<file path="config.mk">
export PLATFORM = sky130hd
export DESIGN_NAME = keyreg_ctrl
export DESIGN_NICKNAME = d
export VERILOG_FILES = /design/src/rtl/keyreg_ctrl.sv
export SDC_FILE = /design/constraint.sdc
export NUM_CORES = 1
export LEC_CHECK = 0
export CELL_PAD_IN_SITES_DETAIL_PLACEMENT = 0
export CELL_PAD_IN_SITES_GLOBAL_PLACEMENT = 1
export CORE_UTILIZATION = 34
export CTS_CLUSTER_DIAMETER = 30
export CTS_CLUSTER_SIZE = 16
export DETAILED_ROUTE_END_ITERATION = 10
export PLACE_DENSITY_LB_ADDON = 0.1
export SYNTH_ARGS = -nofsm -noshare
export SYNTH_HDL_FRONTEND = slang
export SYNTH_SLANG_ARGS = --single-unit
</file>
<file path="constraint.sdc">
create_clock -name clk -period 3.4 [get_ports clk]
set_input_delay 0.51 -clock clk [delete_from_list [all_inputs] [get_ports clk]]
set_output_delay 0.51 -clock clk [all_outputs]
set_load 0.03 [all_outputs]
</file>
<file path="src/rtl/keyreg_ctrl.sv">
module keyreg_ctrl #(
  parameter int          AW       = 8,
  parameter int          CTRL_W   = 21,
  parameter int          FAIL_W   = 3,
  parameter logic [31:0] KEY      = 32'hF9E8D7C6,
  parameter logic [31:0] CTRL_RST = 32'h0000_01FE
) (
  input  logic              clk,
  input  logic              rst_n,
  input  logic [AW-1:0]     bus_addr,
  input  logic              bus_wr,
  input  logic [3:0]        bus_be,
  input  logic [31:0]       bus_wdata,
  output logic [31:0]       bus_rdata,
  input  logic              scan_done,
  input  logic              scan_pass,
  input  logic              in_cal,
  input  logic              cal_done,
  input  logic              cal_err,
  input  logic              mem_done,
  input  logic              mem_pass,
  input  logic [FAIL_W-1:0] fail_a,
  input  logic [FAIL_W-1:0] fail_b,
  input  logic [FAIL_W-1:0] fail_c,
  output logic [CTRL_W-1:0] ctrl_o
);
  localparam int STAT_W = 8 + 2 * FAIL_W;
  localparam logic [AW-1:0] OFS_MASK = AW'(0);
  localparam logic [AW-1:0] OFS_CTRL = AW'(4);
  localparam logic [AW-1:0] OFS_STAT = AW'(8);
  localparam logic [AW-1:0] OFS_LOCK = AW'(12);
  localparam logic [STAT_W-1:1] STAT_RST = (STAT_W-1)'(7'b1101011);
  localparam logic [31:0] ONE = 32'h1;

  logic [CTRL_W-1:0] mask_q;
  logic [CTRL_W-1:0] ctrl_q;
  logic [STAT_W-1:1] stat_q;
  logic              lock_q;
  logic              wr_full;
  logic [CTRL_W-1:0] wd;

  assign wr_full = bus_wr && (bus_be == 4'hF);
  assign wd      = bus_wdata[CTRL_W-1:0];
  assign ctrl_o  = ctrl_q;

  always_ff @(posedge clk) begin
    if (!rst_n) begin
      mask_q <= CTRL_RST[CTRL_W-1:0];
      ctrl_q <= CTRL_RST[CTRL_W-1:0];
      stat_q <= STAT_RST;
      lock_q <= 1'b1;
    end else begin
      stat_q <= {fail_a & fail_b & fail_c, fail_a | fail_b | fail_c,
                 mem_pass, mem_done, cal_err, cal_done, in_cal, scan_pass, scan_done};
      if (wr_full && !lock_q && bus_addr == OFS_MASK)
        mask_q <= wd;
      if (wr_full && !lock_q && bus_addr == OFS_CTRL)
        ctrl_q <= (ctrl_q & ~mask_q) | (wd & mask_q);
      if (wr_full && bus_addr == OFS_LOCK) begin
        if (bus_wdata == KEY)      lock_q <= 1'b0;
        else if (bus_wdata == ONE) lock_q <= 1'b1;
      end
    end
  end

  always_comb begin
    case (bus_addr)
      OFS_MASK: bus_rdata = {{(32-CTRL_W){1'b0}}, mask_q};
      OFS_CTRL: bus_rdata = {{(32-CTRL_W){1'b0}}, ctrl_q};
      OFS_STAT: bus_rdata = {{(32-STAT_W){1'b0}}, stat_q, lock_q};
      OFS_LOCK: bus_rdata = {31'b0, lock_q};
      default:  bus_rdata = 32'b0;
    endcase
  end
endmodule

</file>
==> qor.yml <==
placedInstanceArea_mm2: 0.00398
ctsHoldBuffers: 0
cts_htree_levels: 2
clock_insertion_delay_worst_skew_ns: 0.31
max-vdd-ir-drop_uv: 158
post-route-period-util_pct: 87.3
max_slew_margin_pct: 40.2
worst_hold_path_type: "reg2reg"
finalHoldViolations: 0
timing.critical_path.max_delay_family: "simple AND/OR/NAND/NOR gates"
final_cell_area_mm2: 0.00409
num_rows: 33
r2r.worst_path.cells: 4
path_depth: 5
detail_route.wl_per_cell_um: 15.4
number_of_global_route_vias_before_repair: 2684
yosysTopAreaCellShare_pct: 37.9
worstPathCellList: "clkdlybuf4s50_1 -> or4_4 -> or4_4 -> nor2_1 -> buf_4"
drc: 0
route.detailed.vias_per_inst: 5.08
switching_power_uw: 315
synth_area_leader_cell: "sky130_fd_sc_hd__dfxtp_1"
routability_driven_placement_congestion_ratio: 0.782
finalWirelength_um: 8620
cts_setup_buffers: 0
synthesis.instances: 361
dp_hpwl_um: 6060
period_needed_ns: 2.97
numPortBuffers: 104
first_pass_iters: 4
worst_slack_ns: 0.433
timing.critical_path.slowest_cell_delay_ns: 0.62
die_width_um: 95.3
antenna_found_initial: 0
floorplan.io_pins: 116
worstPathMaxFanout: 28
largest_net_degree_at_the_start_of_global_routing: 78
start_util_pct: 35.5
cts_made_buffers: 5
post_synthesis_average_cell_area_um2: 8.20
timing.critical_path.buf_inv: 2
detail_route.iter0.violations: 115
netlist_area_mm2: 0.00296
max_clock_freq_mhz: 337
synth_top_cells_by_area: "sky130_fd_sc_hd__dfxtp_1, sky130_fd_sc_hd__mux2i_1, sky130_fd_sc_hd__nand3_1, sky130_fd_sc_hd__nor2_1, sky130_fd_sc_hd__nor2b_1"
worstHoldPathCells: 2
clock_power_share_pct: 34.9
finalNonFillerCells: 558
worstMarginPinSlew_ns: 0.895
final_cell_mix: "sky130_fd_sc_hd__clkdlybuf4s50_1, sky130_fd_sc_hd__dfxtp_1, sky130_fd_sc_hd__nand3_1, sky130_fd_sc_hd__mux2i_1, sky130_fd_sc_hd__nor2_1"
cts-resized-gates: 0
startpoint_type: "input port"
clock_tree.root_cell: "sky130_fd_sc_hd__clkbuf_8"
arrival_ns: 2.46
critPathMostFrequentCell: "sky130_fd_sc_hd__or4_4"
antennaDiodeCount: 0
grt_pass1_wl_um: 13500
synthDistinctLibCells: 34
grt_use_total_pct: 19.3
cts_tree: "yes"
yosysSeqAreaShare_pct: 37.9
overall_overflow_remaining_after_global_route: 0
slew_viol_final: 0
synth-seq-cells: 56
power.density_cell_area_mw_per_mm2: 317
clk_pin_slew_worst_paths_ns: 0.10
n_fill_cell: 809
grt_setup_unrepaired: "false"
required_ns: 2.89
clk_path_buf_depth: 2
flow.area_growth_from_synthesis_pct: 38.1
placement.setup.worst_slack_ns: 0.428
setup_violations: 0
layout.cells.most_common: "sky130_fd_sc_hd__clkdlybuf4s50_1"
cellInternalPower_uw: 980
endpoint_kind: "primary output"
finish.utilization_pct: 49.0
post_route_cells_drive_above_1_share_pct: 9.05
vias: 2837
p_sw_share_pct: 24.3
cellLeakagePower_nw: 1.62
critical_path.slowest_cell: "sky130_fd_sc_hd__or4_4"
maxCapViolCount: 0
tns_ns: 0
synthesis.yosys.warnings: 0
final_antenna_net_count: 0
place_inst: 550
floorplan.die_area_mm2: 0.00909
floorplan.core_area_mm2: 0.00834
total_number_of_nets_in_the_final_design: 515
outcome: "completed"
pwr-share-seq_pct: 51.3
finClkSkew_ns: 0.00770
share_of_power_burned_in_combinational_logic_pct: 13.8
die_height_um: 95.3
clock_sinks: 56
critical_path_class: "in2out"
layout make-up:
class	instances	area [um2]	area share, %
multi-input cells	275	1660	40.5
flip-flops and latches	56	1120	27.4
repair buffers	113	1060	26.0
well taps	105	131	3.21
clock buffers	6	72.6	1.77
clock inverters	2	38.8	0.949
inverters	1	3.75	0.0918
path summary, 6_finish.rpt:
path	startpoint	end	slack (ns)
max	bus_addr[1]	bus_rdata[14]	0.43
min reg2reg	flip-flop	flip-flop	0.48
max reg2reg	lock_q$_SDFFE_PN1P_	mask_q[20]$_SDFFE_PN0P_	1.70
min	flip-flop	flip-flop	0.48
power groups by stage:
stage,Combinational (mW),Clock (mW),Sequential (mW)
2_1_floorplan,0.0839,0,0.680
3_3_place_gp,0.178,0,0.680
3_5_place_dp,0.179,0,0.680
4_1_cts,0.180,0.464,0.665
5_1_grt,0.194,0.490,0.666
6_report,0.179,0.451,0.665
logic make-up after synthesis:
family          count (synthesis)  synth area share, %
simple gates                  170                 30.1
flops                          56                 37.9
compound gates                 53                 10.6
mux                            41                 13.9
buf+inv                        40                 7.44
other cells                     1                0.127
Yosys cell counts, drive strengths merged:
master / count
dfxtp: 56
nand3: 52
mux2i: 41
nor2: 36
nand2: 26
buf: 21
o21ai: 21
clkbuf: 18
nor2b: 18
a21boi: 13
a21oi: 13
nor4: 7
nand2b: 6
and4: 5
nand4: 5
or4: 4
and2: 3
o31a: 3
a211oi: 2
and3: 2
nand4b: 2
nor3: 2
a31oi: 1
conb: 1
inv: 1
nand3b: 1
nor4bb: 1
through the flow:
stage / power [mW] / hold slack, ns
2_1_floorplan: 0.764 / 0.461
6_report: 1.30 / 0.483
3_3_place_gp: 0.858 / 0.460
5_1_grt: 1.35 / 0.519
3_5_place_dp: 0.860 / 0.472
4_1_cts: 1.31 / 0.488
tightest hold or removal path: stages, from the launching register on:
cell and delay [ns]:
sky130_fd_sc_hd__dfxtp_1 0.34, sky130_fd_sc_hd__nand2_1 0.06, sky130_fd_sc_hd__mux2i_1 0.05
per-layer routing:
| metal | global-route usage, % | part of all wire [%] | vias to the layer above |
|---|---|---|---|
| met3 | 3.27 | 5.4 | 5 |
| met5 | 0 | 0 | - |
| met2 | 31.5 | 45 | 92 |
| met1 | 26.7 | 49 | 1309 |
| li1 | - | - | 1431 |
| met4 | 3.91 | 0.57 | 0 |
Power figures use the tool's default switching activity.
